[src/rtl/cfg_ld_pkg.sv]
package cfg_ld_pkg;

  typedef enum logic [1:0] {LD_BOOT, LD_WAIT, LD_DONE} ld_state_e;
  typedef enum logic [1:0] {RD_IDLE, RD_GAP, RD_BITS} rd_state_e;

  localparam logic [1:0] RD_OPCODE = 2'b10;

  // built-in shadow contents used when the EEPROM is disabled
  function automatic logic [7:0] dflt_byte(input int unsigned idx);
    case (idx)
      'h00:    return 8'h45;
      'h01:    return 8'h98;
      'h02:    return 8'h10;
      'h03:    return 8'h97;
      'h2C:    return 8'h14;
      'h2F:    return 8'h10;
      'h3F:    return 8'h01;
      default: return 8'h00;
    endcase
  endfunction

endpackage

[src/rtl/ee_tick_gen.sv]
module ee_tick_gen #(
  parameter int unsigned HALF_DIV = 32
) (
  input  logic clk_i,
  input  logic rst_ni,
  input  logic clr_i,
  output logic tick_o
);
  localparam int unsigned CW = (HALF_DIV > 2) ? $clog2(HALF_DIV) : 1;

  logic [CW-1:0] cnt_q;

  assign tick_o = (cnt_q == CW'(HALF_DIV - 1));

  always_ff @(posedge clk_i or negedge rst_ni) begin
    if (!rst_ni)             cnt_q <= '0;
    else if (clr_i || tick_o) cnt_q <= '0;
    else                     cnt_q <= cnt_q + 1'b1;
  end
endmodule

[src/rtl/ee_word_rd.sv]
module ee_word_rd
  import cfg_ld_pkg::*;
#(
  parameter int unsigned ADDR_W   = 6,
  parameter int unsigned WORD_W   = 16,
  parameter int unsigned HALF_DIV = 32
) (
  input  logic              clk_i,
  input  logic              rst_ni,
  input  logic              start_i,
  input  logic [ADDR_W-1:0] addr_i,
  input  logic              ee_do_i,
  output logic              cs_o,
  output logic              sk_o,
  output logic              di_o,
  output logic [WORD_W-1:0] word_o,
  output logic              done_o
);
  localparam int unsigned CMD_W   = 3 + ADDR_W;
  localparam int unsigned NBITS   = CMD_W + 1 + WORD_W;
  localparam int unsigned IDX_W   = $clog2(NBITS + 1);
  localparam int unsigned GAP_MIN = 2 * HALF_DIV;
  localparam int unsigned LOW_W   = $clog2(GAP_MIN + 1);
  localparam int unsigned HI_W    = $clog2(HALF_DIV + 1);

  rd_state_e         state_q;
  logic [CMD_W-1:0]  cmd_q;
  logic [IDX_W-1:0]  idx_q;
  logic [WORD_W-1:0] shift_q;
  logic              half_q;
  logic              tick;

  ee_tick_gen #(.HALF_DIV(HALF_DIV)) u_tick (
    .clk_i  (clk_i),
    .rst_ni (rst_ni),
    .clr_i  (start_i),
    .tick_o (tick)
  );

  always_ff @(posedge clk_i or negedge rst_ni) begin
    if (!rst_ni) begin
      state_q <= RD_IDLE;
      cmd_q   <= '0;
      idx_q   <= '0;
      shift_q <= '0;
      half_q  <= 1'b0;
      cs_o    <= 1'b0;
      sk_o    <= 1'b0;
      di_o    <= 1'b0;
      done_o  <= 1'b0;
    end else begin
      done_o <= 1'b0;
      unique case (state_q)
        RD_IDLE: if (start_i) begin
          cmd_q   <= {1'b1, RD_OPCODE, addr_i};
          half_q  <= 1'b0;
          state_q <= RD_GAP;
        end
        RD_GAP: if (tick) begin
          if (half_q) begin
            cs_o    <= 1'b1;
            idx_q   <= '0;
            di_o    <= cmd_q[CMD_W-1];
            cmd_q   <= cmd_q << 1;
            state_q <= RD_BITS;
          end else begin
            half_q <= 1'b1;
          end
        end
        RD_BITS: if (tick) begin
          if (!sk_o) begin
            sk_o <= 1'b1;
          end else begin
            sk_o <= 1'b0;
            if (idx_q >= IDX_W'(CMD_W + 1)) shift_q <= {shift_q[WORD_W-2:0], ee_do_i};
            if (idx_q == IDX_W'(NBITS - 1)) begin
              cs_o    <= 1'b0;
              di_o    <= 1'b0;
              done_o  <= 1'b1;
              state_q <= RD_IDLE;
            end else begin
              idx_q <= idx_q + 1'b1;
              di_o  <= cmd_q[CMD_W-1];
              cmd_q <= cmd_q << 1;
            end
          end
        end
        default: state_q <= RD_IDLE;
      endcase
    end
  end

  assign word_o = shift_q;

  // timing monitors for the assertions
  logic [LOW_W-1:0] low_cnt_q;
  logic [HI_W-1:0]  hi_cnt_q;

  always_ff @(posedge clk_i or negedge rst_ni) begin
    if (!rst_ni) begin
      low_cnt_q <= '0;
      hi_cnt_q  <= '0;
    end else begin
      if (cs_o)                            low_cnt_q <= '0;
      else if (low_cnt_q != LOW_W'(GAP_MIN)) low_cnt_q <= low_cnt_q + 1'b1;
      hi_cnt_q <= sk_o ? hi_cnt_q + 1'b1 : '0;
    end
  end

  a_r6_sk_needs_cs: assert property (@(posedge clk_i) disable iff (!rst_ni)
    sk_o |-> cs_o);

  a_r6_sk_high_width: assert property (@(posedge clk_i) disable iff (!rst_ni)
    $fell(sk_o) |-> hi_cnt_q == HI_W'(HALF_DIV));

  a_r7_cs_gap: assert property (@(posedge clk_i) disable iff (!rst_ni)
    $rose(cs_o) |-> low_cnt_q == LOW_W'(GAP_MIN));

  a_r4_start_when_idle: assert property (@(posedge clk_i) disable iff (!rst_ni)
    start_i |-> (state_q == RD_IDLE) && !cs_o);

endmodule

[src/rtl/cfg_shadow.sv]
module cfg_shadow
  import cfg_ld_pkg::*;
#(
  parameter int unsigned NBYTES = 64,
  parameter int unsigned WORD_W = 16
) (
  input  logic                    clk_i,
  input  logic                    rst_ni,
  input  logic                    wr_i,
  input  logic [$clog2(NBYTES/(WORD_W/8))-1:0] widx_i,
  input  logic [WORD_W-1:0]       wdata_i,
  output logic [NBYTES*8-1:0]     bytes_o
);
  localparam int unsigned BPW    = WORD_W / 8;
  localparam int unsigned WIDX_W = $clog2(NBYTES / BPW);

  for (genvar g = 0; g < NBYTES; g++) begin : g_byte
    localparam logic [7:0]        RST_VAL = dflt_byte(g);
    localparam logic [WIDX_W-1:0] MY_WORD = WIDX_W'(g / BPW);
    localparam int unsigned       LANE    = g % BPW;
    always_ff @(posedge clk_i or negedge rst_ni) begin
      if (!rst_ni)                          bytes_o[8*g +: 8] <= RST_VAL;
      else if (wr_i && widx_i == MY_WORD)  bytes_o[8*g +: 8] <= wdata_i[8*LANE +: 8];
    end
  end
endmodule

[src/rtl/cfg_eeprom_loader.sv]
module cfg_eeprom_loader
  import cfg_ld_pkg::*;
#(
  parameter int unsigned HALF_DIV  = 32,
  parameter int unsigned CFG_BYTES = 64,
  parameter int unsigned ADDR_W    = 6,
  parameter int unsigned WORD_W    = 16
) (
  input  logic                   clk_i,
  input  logic                   rst_ni,
  input  logic                   ee_en_i,
  input  logic                   ee_do_i,
  output logic                   ee_cs_o,
  output logic                   ee_sk_o,
  output logic                   ee_di_o,
  output logic [CFG_BYTES*8-1:0] shadow_o,
  output logic                   busy_o,
  output logic                   done_o
);
  localparam int unsigned NWORDS = CFG_BYTES / (WORD_W / 8);
  localparam int unsigned WIDX_W = $clog2(NWORDS);

  ld_state_e         state_q;
  logic [WIDX_W-1:0] word_q;
  logic              start_q;
  logic              rd_done;
  logic [WORD_W-1:0] rd_word;
  logic              wr;

  always_ff @(posedge clk_i or negedge rst_ni) begin
    if (!rst_ni) begin
      state_q <= LD_BOOT;
      word_q  <= '0;
      start_q <= 1'b0;
    end else begin
      start_q <= 1'b0;
      unique case (state_q)
        LD_BOOT: begin
          if (ee_en_i) begin
            start_q <= 1'b1;
            state_q <= LD_WAIT;
          end else begin
            state_q <= LD_DONE;
          end
        end
        LD_WAIT: if (rd_done) begin
          if (word_q == WIDX_W'(NWORDS - 1)) begin
            state_q <= LD_DONE;
          end else begin
            word_q  <= word_q + 1'b1;
            start_q <= 1'b1;
          end
        end
        default: state_q <= LD_DONE;
      endcase
    end
  end

  assign wr     = (state_q == LD_WAIT) && rd_done;
  assign done_o = (state_q == LD_DONE);
  assign busy_o = !done_o;

  ee_word_rd #(
    .ADDR_W   (ADDR_W),
    .WORD_W   (WORD_W),
    .HALF_DIV (HALF_DIV)
  ) u_rd (
    .clk_i   (clk_i),
    .rst_ni  (rst_ni),
    .start_i (start_q),
    .addr_i  (ADDR_W'(word_q)),
    .ee_do_i (ee_do_i),
    .cs_o    (ee_cs_o),
    .sk_o    (ee_sk_o),
    .di_o    (ee_di_o),
    .word_o  (rd_word),
    .done_o  (rd_done)
  );

  cfg_shadow #(
    .NBYTES (CFG_BYTES),
    .WORD_W (WORD_W)
  ) u_shadow (
    .clk_i   (clk_i),
    .rst_ni  (rst_ni),
    .wr_i    (wr),
    .widx_i  (word_q),
    .wdata_i (rd_word),
    .bytes_o (shadow_o)
  );

  a_r8_done_sticky: assert property (@(posedge clk_i) disable iff (!rst_ni)
    done_o |=> done_o && $stable(shadow_o));

  a_r8_quiet_after_done: assert property (@(posedge clk_i) disable iff (!rst_ni)
    done_o |-> !ee_cs_o && !ee_sk_o);

  a_r2_no_access_disabled: assert property (@(posedge clk_i) disable iff (!rst_ni)
    (state_q == LD_BOOT && !ee_en_i) |=> done_o && !ee_cs_o);

  a_r8_busy_while_reading: assert property (@(posedge clk_i) disable iff (!rst_ni)
    ee_cs_o |-> busy_o && !done_o);

endmodule

[config.mk]
export PLATFORM = sky130hd
export DESIGN_NAME = cfg_eeprom_loader
export DESIGN_NICKNAME = d
export VERILOG_FILES = /design/src/rtl/cfg_ld_pkg.sv /design/src/rtl/ee_tick_gen.sv /design/src/rtl/ee_word_rd.sv /design/src/rtl/cfg_shadow.sv /design/src/rtl/cfg_eeprom_loader.sv
export SDC_FILE = /design/constraint.sdc
export NUM_CORES = 1
export LEC_CHECK = 0
export ABC_AREA = 1
export BUFFER_PORTS_ARGS = -buffer_cell sky130_fd_sc_hd__buf_2
export CORE_UTILIZATION = 50
export CTS_BUF_LIST = sky130_fd_sc_hd__clkbuf_4
export DETAILED_ROUTE_END_ITERATION = 16
export PLACE_DENSITY = 0.74
export SYNTH_ARGS = -nofsm -noshare
export SYNTH_HDL_FRONTEND = slang
export SYNTH_SLANG_ARGS = --single-unit
[constraint.sdc]
create_clock -name clk_i -period 2.2 [get_ports clk_i]
set_input_delay 0.44 -clock clk_i [delete_from_list [all_inputs] [get_ports clk_i]]
set_output_delay 0.44 -clock clk_i [all_outputs]
set_load 0.1 [all_outputs]
### Word-level counts from Yosys, hierarchy flattened

Cells that the tools add are included.

* multiplexer cells: 49
* add/sub/neg operators: 3
* reductions and logical operators: 51
* equal/unequal tests: 46
* $lt $le $gt $ge: 1
* bitwise gates (word level): 1

Operator list (number)
* 5-bit == test (second input constant): 18
* 9-bit 2-to-1 mux: 6
* 5-bit by 4-bit == test with 1-bit output (second input constant): 8
* 1-bit logical AND: 33
* 5-bit 2-to-1 mux: 6
* 9-bit case mux with 3 select lines: 1
* 5-bit by 3-bit == test with 1-bit output (second input constant): 4
* 1-bit 2-to-1 mux: 20
* 2-bit 2-to-1 mux: 9
* 6-bit AND reduction: 3
* 5-bit by 1-bit adder with 5-bit output (second input constant): 3
* 5-bit by 2-bit == test with 1-bit output (second input constant): 2
* 2-bit inequality test (second input constant): 5
* 5-bit case mux with 2 select lines: 1
* 2-bit by 1-bit inequality test with 1-bit output (second input constant): 4
* 1-bit case mux with 2 select lines: 4
* 7-bit AND reduction: 1
* 2-bit case mux with 3 select lines: 1
* 3-bit AND reduction: 2
* 5-bit by 1-bit == test with 1-bit output (second input constant): 1
* 5-bit by 4-bit >= comparator with 1-bit output (second input constant): 1
* 5-bit logical NOT: 1
* 5-bit AND reduction: 1
* 2-bit by 1-bit == test with 1-bit output (second input constant): 2
* other kinds (10): 14

* register bits after elaboration: 562
* bits of input ports: 4
* logic and storage cells: 228

### Depth between registers and ports, before layout

Gate-level depths: netlist of the first run.

* word-level depth: 5
* gate-level depth with buffers: 13

### Cells and area by module

A second synthesis of the first run with hierarchy kept.

* cell total of the unflattened synthesis: 2622
* area total of the unflattened synthesis: 22997.1 µm²

By module, submodules not included
* cfg_shadow: cells each 2315, instances 1, area an instance 20423.3 µm²
* ee_word_rd: cells each 235, instances 1, area an instance 1920.6 µm²
* cfg_eeprom_loader: cells each 48, instances 1, area an instance 422.9 µm²
* ee_tick_gen: cells each 24, instances 1, area an instance 230.2 µm²

### Worst setup path before layout of the first run

No wires, ideal clock.

* path type: flip-flop to output port
* start point: reg state_q[0]
* end point: out busy_o
* path slack: -891 ps
* stages on the path, launching flop included: 3
* arrival time: 2651 ps
* cells stage by stage: dfrtp_1 > nor2_1 > inv_1

* longest elaborated chain between the ends: 2

RTL lines
* from (decl): RTL line cfg_eeprom_loader.sv:23 `ld_state_e state_q;`
* from (signal assigned): RTL line cfg_eeprom_loader.sv:32 `state_q <= LD_BOOT;`
* from (signal assigned): RTL line cfg_eeprom_loader.sv:41 `state_q <= LD_WAIT;`
* from (signal assigned): RTL line cfg_eeprom_loader.sv:43 `state_q <= LD_DONE;`
* 2-bit == test: RTL line cfg_eeprom_loader.sv:60 `assign done_o = (state_q == LD_DONE);`
* via done_o: RTL line cfg_eeprom_loader.sv:18 `output logic done_o`
* 1-bit logical NOT: RTL line cfg_eeprom_loader.sv:61 `assign busy_o = !done_o;`
* to (decl): RTL line cfg_eeprom_loader.sv:17 `output logic busy_o,`

The timed path passes the listed nets, and every way through them passes these cells.

### Worst setup path after layout of the first run

* start point: reg state_q[0]
* end point: out busy_o

* longest elaborated chain between the ends: 2

RTL lines (RTL line)
* 2-bit == test: cfg_eeprom_loader.sv:60
* 1-bit logical NOT: cfg_eeprom_loader.sv:61

No other way between the ends.

==> results.sh, run 1 <==
export IMPL_status="finished clean"
export IMPL_clkPwrFrac=0.454
export IMPL_syn_avg_cell_area_um2=10.4
export IMPL_p_int_mw=15.1
export IMPL_fin_setup_tns_ns=0
export IMPL_r2r_slack_ns=0.27
export IMPL_crit_fanout=2
export IMPL_yosysSeqAreaShare=0.666
export IMPL_final_util=0.637
export IMPL_cts_sinks=562
export IMPL_power_switching_mw=4.32
export IMPL_gp_congestion=0.876
export IMPL_die_h_um=208
export IMPL_powerDensity_mw_per_mm2=739
export IMPL_grt_max_degree=64
export IMPL_slowest_stage="dfrtp_2"
export IMPL_clk_transition_reported_paths_ns=0.06
export IMPL_tritoncts="done"
export IMPL_placed_area_mm2=0.0243
export IMPL_synth_ff_type="dfrtp_1"
export IMPL_dp_final_hpwl_um=44000
export IMPL_max_vdd_ir_drop_v=0.000562
export IMPL_rsz0062_at_grt="yes"
export IMPL_synth_area_leaders="dfrtp_1, nand2_1, o21ai_0, o21ai_1, dfstp_2"
export IMPL_drt_iter0_drc=1347
export IMPL_skew_ns=0.0490
export IMPL_first_pass_iters=6
export IMPL_min_path_type="in2async"
export IMPL_slowest_delay_ns=0.43
export IMPL_wire_per_inst_um=20.4
export IMPL_grt_first_pass_wirelength_um=102000
export IMPL_design_area_mm2=0.0263
export IMPL_grt_antenna_before_repair=2
export IMPL_async_reset_ff_frac=1.00
export IMPL_vias=17500
export IMPL_route_detailed_drc=0
export IMPL_numCtsBuffers=144
export IMPL_yosys_area_top_type="dfrtp_1"
export IMPL_drv_cap=0
export IMPL_start_util=0.512
export IMPL_syn_cell_area_mm2=0.0211
export IMPL_startpoint_type="flip-flop"
export IMPL_crit_type="reg2out"
export IMPL_worstSetupEndpointType="output pin"
export IMPL_layout_cells_non_filler=3248
export IMPL_total_power_mw=19.4
export IMPL_place_inst=3005
export IMPL_clock_latency_ns=0.85
export IMPL_die_w_um=208
export IMPL_worst_path_buf_inv=2
export IMPL_core_area_mm2=0.0413
export IMPL_cp_arrival_ns=1.68
export IMPL_grt_use_total=0.312
export IMPL_setup_ws_ns=0.0806
export IMPL_worst_slew_pin_slew_ns=0.742
export IMPL_yosys_area_top_type_share=0.646
export IMPL_ios=521
export IMPL_ys_ff_latch=562
export IMPL_period_share=0.963
export IMPL_fin_nets=2643
export IMPL_max_freq_mhz=472
export IMPL_wirelength_um=66300
export IMPL_p_seq_frac=0.532
export IMPL_crit_chain="nor2_4 > inv_2 > buf_12"
export IMPL_postSynthCellCount=2042
export IMPL_synth_nets=2061
export IMPL_die_area_mm2=0.0431
export IMPL_yosys_warnings=0
export IMPL_final_cell_mix="nand2_1, dfrtp_1, buf_2"
export IMPL_timing_hold_ws_ns=0.145
export IMPL_num_rows=74
export IMPL_io_buffer_count=520
export IMPL_root_buffer="clkbuf_4"
export IMPL_p_leak_nw=14.1
export IMPL_clockBufferDepth=3
export IMPL_layout_min_cycle_time_ns=2.12
export IMPL_maxSlewViolCount=0
export IMPL_cts_max_level=4
export IMPL_final_hold_violation_count=0
export IMPL_grt_pass1_vias=17300
export IMPL_ant_nets=0
export IMPL_synth_edf_count=0
export IMPL_grt_overflow_total=0
export IMPL_place_ws_ns=0.288
export IMPL_slew_headroom=0.502
export IMPL_synth_cell_types=26
export IMPL_viasPerCell=5.37
export IMPL_drive_gt1_frac=0.325
export IMPL_power_frac_comb=0.014
export IMPL_layout_commonest_cell="nand2_1"
export IMPL_syn_to_final_growth_pct=24.4
export IMPL_switching_share=0.222
export IMPL_setup_viol=0
export IMPL_critical_path_required_ns=1.76
export IMPL_critPathTopFamily="flip-flops"
-- kinds of logic (layout without fill, tap and decap cells) --
kind of cell             count (synthesis)  count (layout)  share of synthesized area
buffers and inverters                  210             883                     0.0545
XOR/XNOR                                 4               4                    0.00166
other                                    0               1                          0
AO/OA/AOI/OAI                          542             542                      0.130
AND/OR/NAND/NOR                        709             709                      0.138
flip-flops                             562             562                      0.666
adder cells (fa/ha/maj)                 15              15                    0.00888
-- worst register-to-register path, delay by kind of cell, from the launching register on --
family / cells / cell delay (ns)
buffers and inverters: 2 / 0.23
and+or+nand+nor: 3 / 0.82
AOI/OAI and AO/OA: 1 / 0.10
adders and majority gates: 1 / 0.21
DFF: 1 / 0.42
-- flip-flops by register name (all words and copies together) (netlist names) --
name and flops:
start_q 1, u_rd.idx_q 5, u_rd.word_o 16, u_shadow.bytes_o 512, u_rd.sk_o 1, word_q 5, u_rd.di_o 1, u_rd.done_o 1
u_rd.cmd_q 9, u_rd.half_q 1, state_q 2, u_rd.state_q 2, u_rd.u_tick.cnt_q 5, u_rd.cs_o 1
-- layer usage --
| layer | vias to the layer above | routed length (um) | track usage | share of wire |
|---|---|---|---|---|
| met4 | 0 | 2620 | 0.155 | 0.039 |
| met3 | 157 | 5630 | 0.0770 | 0.085 |
| met1 | 8530 | 26700 | 0.407 | 0.40 |
| met2 | 857 | 31400 | 0.490 | 0.47 |
| li1 | 7913 | - | - | - |
| met5 | - | 0 | 0 | 0 |
-- worst paths after layout --
kind | startpoint | cells after the start | to
min in group clk_i | state_q[1] | 1 | start_q
hold / removal | rst_ni | 2 | u_shadow.bytes_o[102]
setup / recovery | state_q[0] | 3 | busy_o
setup reg to reg | word_q[1] | 7 | u_shadow.bytes_o[348]
max in group asynchronous | rst_ni | 4 | u_rd.word_o[14]
hold reg to reg | state_q[1] | 1 | start_q
-- repair_timing --
action,4_1_cts,5_1_grt
endpoints found under the setup margin,33,31
buffers inserted,2,0
gates resized for setup,50,29
pin swaps,1,0
hold buffers,3,0
endpoints found under the hold margin,390,0
-- final cells by class --
class | count | area (um^2)
Fill cell | 3392 | 15000
Sequential cell | 562 | 14100
Multi-Input combinational cell | 1270 | 5910
Timing Repair Buffer | 591 | 3650
Clock buffer | 212 | 1590
Tap cell | 532 | 666
Inverter | 55 | 210
Clock inverter | 25 | 191
Antenna cell | 1 | 2.50
-- synthesized netlist by cell type (3+ instances only) --
library cell	count
a21oi_1	3
buf_2	43
buf_6	36
clkbuf_1	72
dfrtp_1	546
dfstp_2	16
ha_1	15
inv_1	55
nand2_1	612
nand2_4	20
nand3_1	18
nand4_1	15
nor2_1	35
o21ai_0	392
o21ai_1	135
o21ai_2	12
xor2_1	4
-- power by group through the flow --
stage | Clock, mW | Sequential [mW] | Combinational [mW]
finish | 8.83 | 10.3 | 0.272
global route | 9.57 | 10.3 | 0.316
CTS | 8.99 | 10.3 | 0.286
detailed placement | 0 | 10.5 | 0.281
global placement | 0 | 10.5 | 0.277
floorplan | 0 | 10.5 | 0.000568
No activity file was read; power rests on OpenSTA's default activity.
==> run 2, diff against run 1 <==
--- a/config.mk
+++ b/config.mk
@@ -5,12 +5,12 @@
 export SDC_FILE = /design/constraint.sdc
 export NUM_CORES = 1
 export LEC_CHECK = 0
-export ABC_AREA = 1
 export BUFFER_PORTS_ARGS = -buffer_cell sky130_fd_sc_hd__buf_2
 export CORE_UTILIZATION = 50
 export CTS_BUF_LIST = sky130_fd_sc_hd__clkbuf_4
 export DETAILED_ROUTE_END_ITERATION = 16
-export PLACE_DENSITY = 0.74
+export PLACE_DENSITY = 0.73
+export SETUP_SLACK_MARGIN = 0.4
 export SYNTH_ARGS = -nofsm -noshare
 export SYNTH_HDL_FRONTEND = slang
 export SYNTH_SLANG_ARGS = --single-unit
==> run 2 against run 1 <==
Compared with the run above:
- flip-flop and latch count unchanged
- critical path depth down 2
- hold slack worse by 0.045 ns
- area after synthesis rose by 2.4%
- fmax shrank 2.5%
- global-route usage about the same
- clock power is 7.5% higher
- sequential share of layout area is 12 points lower
- largest power group unchanged
==> results.sh, run 2 <==
export IMPL_async_reset_ff_frac=1.00
export IMPL_min_path_type="in2async"
export IMPL_grt_first_pass_wirelength_um=102000
export IMPL_core_area_mm2=0.0423
export IMPL_grt_max_degree=76
export IMPL_drv_cap=0
export IMPL_yosys_area_top_type_share=0.632
export IMPL_r2r_start="state_q[0]"
export IMPL_die_h_um=210
export IMPL_p_leak_nw=17.2
export IMPL_ys_ff_latch=562
export IMPL_status="finished clean"
export IMPL_regMostFlops="u_shadow.bytes_o"
export IMPL_synth_area_leaders="dfrtp_1, mux2_2, dfstp_2, clkbuf_1, buf_2"
export IMPL_max_vdd_ir_drop_v=0.000506
export IMPL_power_switching_mw=5.49
export IMPL_clkPwrFrac=0.442
export IMPL_synth_nets=1375
export IMPL_r2r_slack_ns=0.10
export IMPL_design_area_mm2=0.0340
export IMPL_worst_path_stages=1
export IMPL_p_seq_frac=0.493
export IMPL_switching_share=0.256
export IMPL_largest_reg_flops=512
export IMPL_critPathTopFamily="buffers and inverters"
export IMPL_grt_overflow_total=0
export IMPL_viasPerCell=5.62
export IMPL_crit_type="reg2out"
export IMPL_clockBufferDepth=3
export IMPL_start_util=0.511
export IMPL_crit_chain="buf_2"
export IMPL_worstSetupEndpointType="output pin"
export IMPL_first_pass_iters=5
export IMPL_wirelength_um=80300
export IMPL_gp_congestion=0.845
export IMPL_slew_headroom=0.302
export IMPL_cts_sinks=562
export IMPL_maxSlewViolCount=0
export IMPL_clock_latency_ns=0.89
export IMPL_power_frac_comb=0.065
export IMPL_slowest_stage="buf_2"
export IMPL_fin_nets=2071
export IMPL_grt_use_total=0.313
export IMPL_drive_gt1_frac=0.697
export IMPL_period_share=0.988
export IMPL_layout_commonest_cell="mux2_2"
export IMPL_numCtsBuffers=146
export IMPL_r2r_end="u_shadow.bytes_o[212]"
export IMPL_io_buffer_count=520
export IMPL_yosys_warnings=0
export IMPL_synth_cell_types=43
export IMPL_cts_max_level=4
export IMPL_final_hold_violation_count=0
export IMPL_clk_transition_reported_paths_ns=0.09
export IMPL_die_w_um=210
export IMPL_startpoint="u_shadow.bytes_o[70]"
export IMPL_total_power_mw=21.5
export IMPL_synth_most_common_cell="dfrtp_1"
export IMPL_postSynthCellCount=1356
export IMPL_vias=15300
export IMPL_syn_to_final_growth_pct=57.4
export IMPL_yosysSeqAreaShare=0.651
export IMPL_cp_arrival_ns=1.73
export IMPL_syn_cell_area_mm2=0.0216
export IMPL_wire_per_inst_um=29.4
export IMPL_max_freq_mhz=460
export IMPL_skew_ns=0.0736
export IMPL_timing_hold_ws_ns=0.0997
export IMPL_syn_avg_cell_area_um2=16.0
export IMPL_ant_nets=0
export IMPL_r2r_cells=6
export IMPL_ios=521
export IMPL_root_buffer="clkbuf_4"
export IMPL_die_area_mm2=0.0441
export IMPL_crit_fanout=2
export IMPL_num_rows=75
export IMPL_final_cell_mix="mux2_2, dfrtp_1, buf_12"
export IMPL_synth_ff_type="dfrtp_1"
export IMPL_placed_area_mm2=0.0254
export IMPL_slowest_delay_ns=0.48
export IMPL_setup_viol=0
export IMPL_dp_final_hpwl_um=42100
export IMPL_grt_antenna_before_repair=1
export IMPL_critical_path_required_ns=1.76
export IMPL_layout_min_cycle_time_ns=2.17
export IMPL_tritoncts="done"
export IMPL_setup_worst_path_end="shadow_o[70]"
export IMPL_powerDensity_mw_per_mm2=631
export IMPL_startpoint_type="flip-flop"
export IMPL_worst_slew_pin_slew_ns=1.05
export IMPL_grt_pass1_vias=16200
export IMPL_ys_top_cells_by_count="dfrtp_1, mux2_2, clkbuf_1"
export IMPL_route_detailed_drc=0
export IMPL_worst_path_buf_inv=1
export IMPL_synth_edf_count=0
export IMPL_yosys_area_top_type="dfrtp_1"
export IMPL_rsz0062_at_grt="yes"
export IMPL_drt_iter0_drc=1144
export IMPL_p_int_mw=16.0
[run 2: cell count changes in the layout (fill, tap and decap cells not counted), moves of 12 or more]
cell | before | now
o21ai_1 | 135 | 0
inv_2 | 16 | 4
nand2_1 | 612 | 21
nor2_1 | 34 | 7
mux2_2 | 0 | 538
inv_1 | 36 | 12
buf_12 | 24 | 429
buf_2 | 460 | 99
o21ai_2 | 12 | 0
buf_4 | 65 | 108
nand4_1 | 15 | 1
o21ai_0 | 392 | 9
nand3_1 | 18 | 5
[run 2: worst min path at each step]
stage          cells after the start                     to  slack, ns
6_report                           2   u_shadow.bytes_o[79]        0.1
5_1_grt                            2   u_shadow.bytes_o[79]       0.07
4_1_cts                            2  u_shadow.bytes_o[177]       0.04
3_5_place_dp                       1  u_shadow.bytes_o[177]       0.41
3_3_place_gp                       1  u_shadow.bytes_o[353]       0.41
2_1_floorplan                      0                start_q       0.14
[run 2: routing by layer]
metal	global-route usage	share of wire	routed length, um	up-vias
li1	-	-	-	6191
met1	0.360	0.35	28100	7954
met2	0.509	0.50	40300	854
met3	0.0995	0.076	6120	331
met4	0.193	0.073	5830	0
met5	0	0	0	-
[run 2: what timing repair did]
item	4_1_cts	5_1_grt
buffers inserted	18	44
hold endpoints to repair	525	0
resized for setup	941	927
hold buffers	3	0
endpoints found under the setup margin	1037	1067
[run 2: final cells by class]
type	instances	area, um^2
fillers	2000	8280
clock buffers	231	1730
flip-flops and latches	562	14100
repair buffers	647	10000
well taps	577	722
diodes	1	2.50
clock inverters	17	118
inverters	15	60.1
multi-input cells	680	7270
[run 2: stage by stage]
| step | setup TNS [ns] | setup WS [ns] | utilization | cells |
|---|---|---|---|---|
| floorplan | 0 | 0.154 | - | 1356 |
| global placement | 0 | 0.223 | 0.599 | 2416 |
| detailed placement | 0 | 0.128 | 0.599 | 2416 |
| CTS | 0 | 0.00343 | 0.730 | 2685 |
| global route | -0.0119 | -0.0119 | 0.804 | 2730 |
| finish | 0 | 0.0260 | 0.804 | 2730 |
[run 2: power by group through the flow]
stage / logic [mW] / registers [mW] / clock network, mW
final: 1.40 / 10.6 / 9.49
after global routing: 1.52 / 10.6 / 10.2
after CTS: 1.29 / 10.6 / 9.27
after detailed placement: 1.19 / 10.8 / 0
after global placement: 1.14 / 10.7 / 0
after floorplan: 0.596 / 10.9 / 0
[run 2: kinds of logic (layout without fill, tap and decap cells)]
group,count (synthesis),count (layout),synth area share
buffers and inverters,114,910,0.0225
and+or+nand+nor,96,96,0.0272
adders and majority gates,15,15,0.00868
other,0,1,0
DFF,562,562,0.651
muxes,542,542,0.282
AOI/OAI and AO/OA,21,21,0.00613
xor gates and xnor gates,6,6,0.00243
==> run 3, diff against run 2 <==
--- a/config.mk
+++ b/config.mk
@@ -5,12 +5,12 @@
 export SDC_FILE = /design/constraint.sdc
 export NUM_CORES = 1
 export LEC_CHECK = 0
-export BUFFER_PORTS_ARGS = -buffer_cell sky130_fd_sc_hd__buf_2
 export CORE_UTILIZATION = 50
 export CTS_BUF_LIST = sky130_fd_sc_hd__clkbuf_4
 export DETAILED_ROUTE_END_ITERATION = 16
-export PLACE_DENSITY = 0.73
-export SETUP_SLACK_MARGIN = 0.4
+export DONT_BUFFER_PORTS = 1
+export PLACE_DENSITY = 0.63
+export SETUP_SLACK_MARGIN = 0.05
 export SYNTH_ARGS = -nofsm -noshare
 export SYNTH_HDL_FRONTEND = slang
 export SYNTH_SLANG_ARGS = --single-unit
==> run 3 against run 2 <==
Compared with the run above:
- the flow now finishes with violations (negative hold slack, max-slew violations, negative setup slack)
- combinational power shrank 33%
- hold slack got worse by 0.90 ns
- utilization fell by 18 points
- power fell by 3.3%
- clock-buffer cell count is 3 lower
- sequential share of layout area rose by 19 points
- via count shrank 20%
- clock skew down 0.035 ns
- wire length shrank 25%
- first-iteration DRC count down 37%
- non-clock buffer count decreased by 575
- largest power group unchanged
==> results.sh, run 3 (synthesis results as in run 2) <==
export IMPL_largest_reg_flops=512
export IMPL_grt_antenna_before_repair=2
export IMPL_clockBufferDepth=3
export IMPL_cts_max_level=4
export IMPL_clock_latency_ns=0.96
export IMPL_met1_usage=0.328
export IMPL_critical_path_required_ns=1.76
export IMPL_layout_min_cycle_time_ns=2.23
export IMPL_switching_share=0.234
export IMPL_num_rows=75
export IMPL_place_inst=1902
export IMPL_drt_iter0_drc=723
export IMPL_gr_usage_met2=0.446
export IMPL_timing_hold_ws_ns=-0.795
export IMPL_clk_transition_reported_paths_ns=0.06
export IMPL_crit_fanout=4
export IMPL_rsz0062_at_grt="yes"
export IMPL_layout_cells_non_filler=2172
export IMPL_total_power_mw=20.8
export IMPL_period_share=1.02
export IMPL_core_area_mm2=0.0423
export IMPL_grt_max_degree=563
export IMPL_fill_cells=3084
export IMPL_setup_viol=4
export IMPL_final_cell_mix="mux2_2, dfrtp_4, clkbuf_4"
export IMPL_globalRouteMet3Util=0.135
export IMPL_cts_hold_buffers=2
export IMPL_worstSetupEndpointType="output pin"
export IMPL_tritoncts="done"
export IMPL_root_buffer="clkbuf_4"
export IMPL_skew_ns=0.0388
export IMPL_startpoint_type="flip-flop"
export IMPL_p_seq_frac=0.508
export IMPL_cts_sinks=562
export IMPL_dp_final_hpwl_um=38100
export IMPL_ant_nets=0
export IMPL_numCtsBuffers=146
export IMPL_grt_use_total=0.281
export IMPL_final_hold_violation_count=548
export IMPL_wirelength_um=60500
export IMPL_die_h_um=210
export IMPL_multi_input_area_mm2=0.00710
export IMPL_busiest_layer="met2"
export IMPL_vias=12200
export IMPL_final_util=0.628
export IMPL_setup_ws_ns=-0.0342
export IMPL_violations="negative hold slack, max-slew violations, negative setup slack"
export IMPL_syn_to_final_growth_pct=22.9
export IMPL_p_int_mw=15.9
export IMPL_power_switching_mw=4.85
export IMPL_crit_type="reg2out"
export IMPL_status="complete, but fails checks"
export IMPL_max_freq_mhz=448
export IMPL_ios=521
export IMPL_power_frac_comb=0.045
export IMPL_layout_commonest_cell="mux2_2"
export IMPL_min_path_type="in2async"
export IMPL_powerDensity_mw_per_mm2=781
export IMPL_gp_congestion=0.845
export IMPL_viasPerCell=5.63
export IMPL_clkPwrFrac=0.447
export IMPL_cp_arrival_ns=1.79
export IMPL_slew_headroom=-0.517
export IMPL_fin_nets=1496
export IMPL_grt_pass1_vias=13000
export IMPL_seqCellArea_mm2=0.0160
export IMPL_io_buffer_count=0
export IMPL_drive_gt1_frac=0.881
export IMPL_grt_overflow_total=0
export IMPL_route_detailed_drc=0
export IMPL_p_leak_nw=12.0
export IMPL_r2r_cells=5
export IMPL_fin_setup_tns_ns=-0.0487
export IMPL_die_w_um=210
export IMPL_max_vdd_ir_drop_v=0.000500
export IMPL_start_util=0.511
export IMPL_worst_slew_pin_slew_ns=2.27
export IMPL_maxSlewViolCount=326
export IMPL_regMostFlops="u_shadow.bytes_o"
export IMPL_first_pass_iters=4
export IMPL_drv_cap=0
export IMPL_die_area_mm2=0.0441
export IMPL_grt_first_pass_wirelength_um=89400
export IMPL_wire_per_inst_um=27.9
run 3: metal layers:
metal  up-vias  part of all wire  routed length [um]
li1       5068                 -                   -
met1      6537              0.37               22600
met2       536              0.49               29900
met3        82              0.11                6710
met4         0             0.021                1270
met5         -                 0                   0
run 3: cell type report:
| cell class | instances | area share |
|---|---|---|
| multi-input combinational | 680 | 0.267 |
| clock inverter | 34 | 0.00800 |
| sequential | 562 | 0.602 |
| inverter | 15 | 0.00226 |
| clock buffer | 228 | 0.0644 |
| tap | 577 | 0.0272 |
| timing repair buffer | 72 | 0.0290 |
| antenna | 4 | 0.000377 |
run 3: worst paths after layout:
path	start	end	slack, ns
setup / recovery	state_q[1]	done_o	-0.03
hold reg to reg	u_rd.u_tick.cnt_q[0]	u_rd.u_tick.cnt_q[0]	0.47
min in group clk_i	ee_en_i	start_q	0.26
max in group asynchronous	rst_ni	u_shadow.bytes_o[495]	0.88
setup reg to reg	state_q[1]	u_shadow.bytes_o[266]	0.14
hold / removal	rst_ni	u_shadow.bytes_o[240]	-0.80
run 3: what timing repair did:
item / in CTS / in global routing
setup buffers: 1 / 1
hold endpoints to repair: 566 / 562
pin swaps: 0 / 0
resized for setup: 1006 / 8
setup endpoints to repair: 512 / 57
run 3: metrics by stage:
stage          cell area (um^2)  hold WS (ns)  setup slack, ns
2_1_floorplan             21600         0.144           0.0930
4_1_cts                   26500        -0.931           -0.167
3_3_place_gp              22600         0.159            0.185
3_5_place_dp              22600         0.157           0.0947
6_report                  26600        -0.795          -0.0342
5_1_grt                   26600        -0.861           -0.119
run 3: critical path, stage by stage (launching register included):
cell and delay (ns):
dfrtp_2 0.44, nand2b_4 0.13, clkinvlp_4 0.11, buf_12 0.17
run 3: power by group through the flow:
| stage | sequential [mW] | clock [mW] | combinational (mW) |
|---|---|---|---|
| final | 10.5 | 9.28 | 0.932 |
| after global routing | 10.5 | 10.1 | 1.02 |
| after CTS | 10.5 | 9.54 | 0.922 |
| after detailed placement | 10.7 | 0 | 0.903 |
| after global placement | 10.7 | 0 | 0.867 |
| after floorplan | 10.8 | 0 | 0.552 |
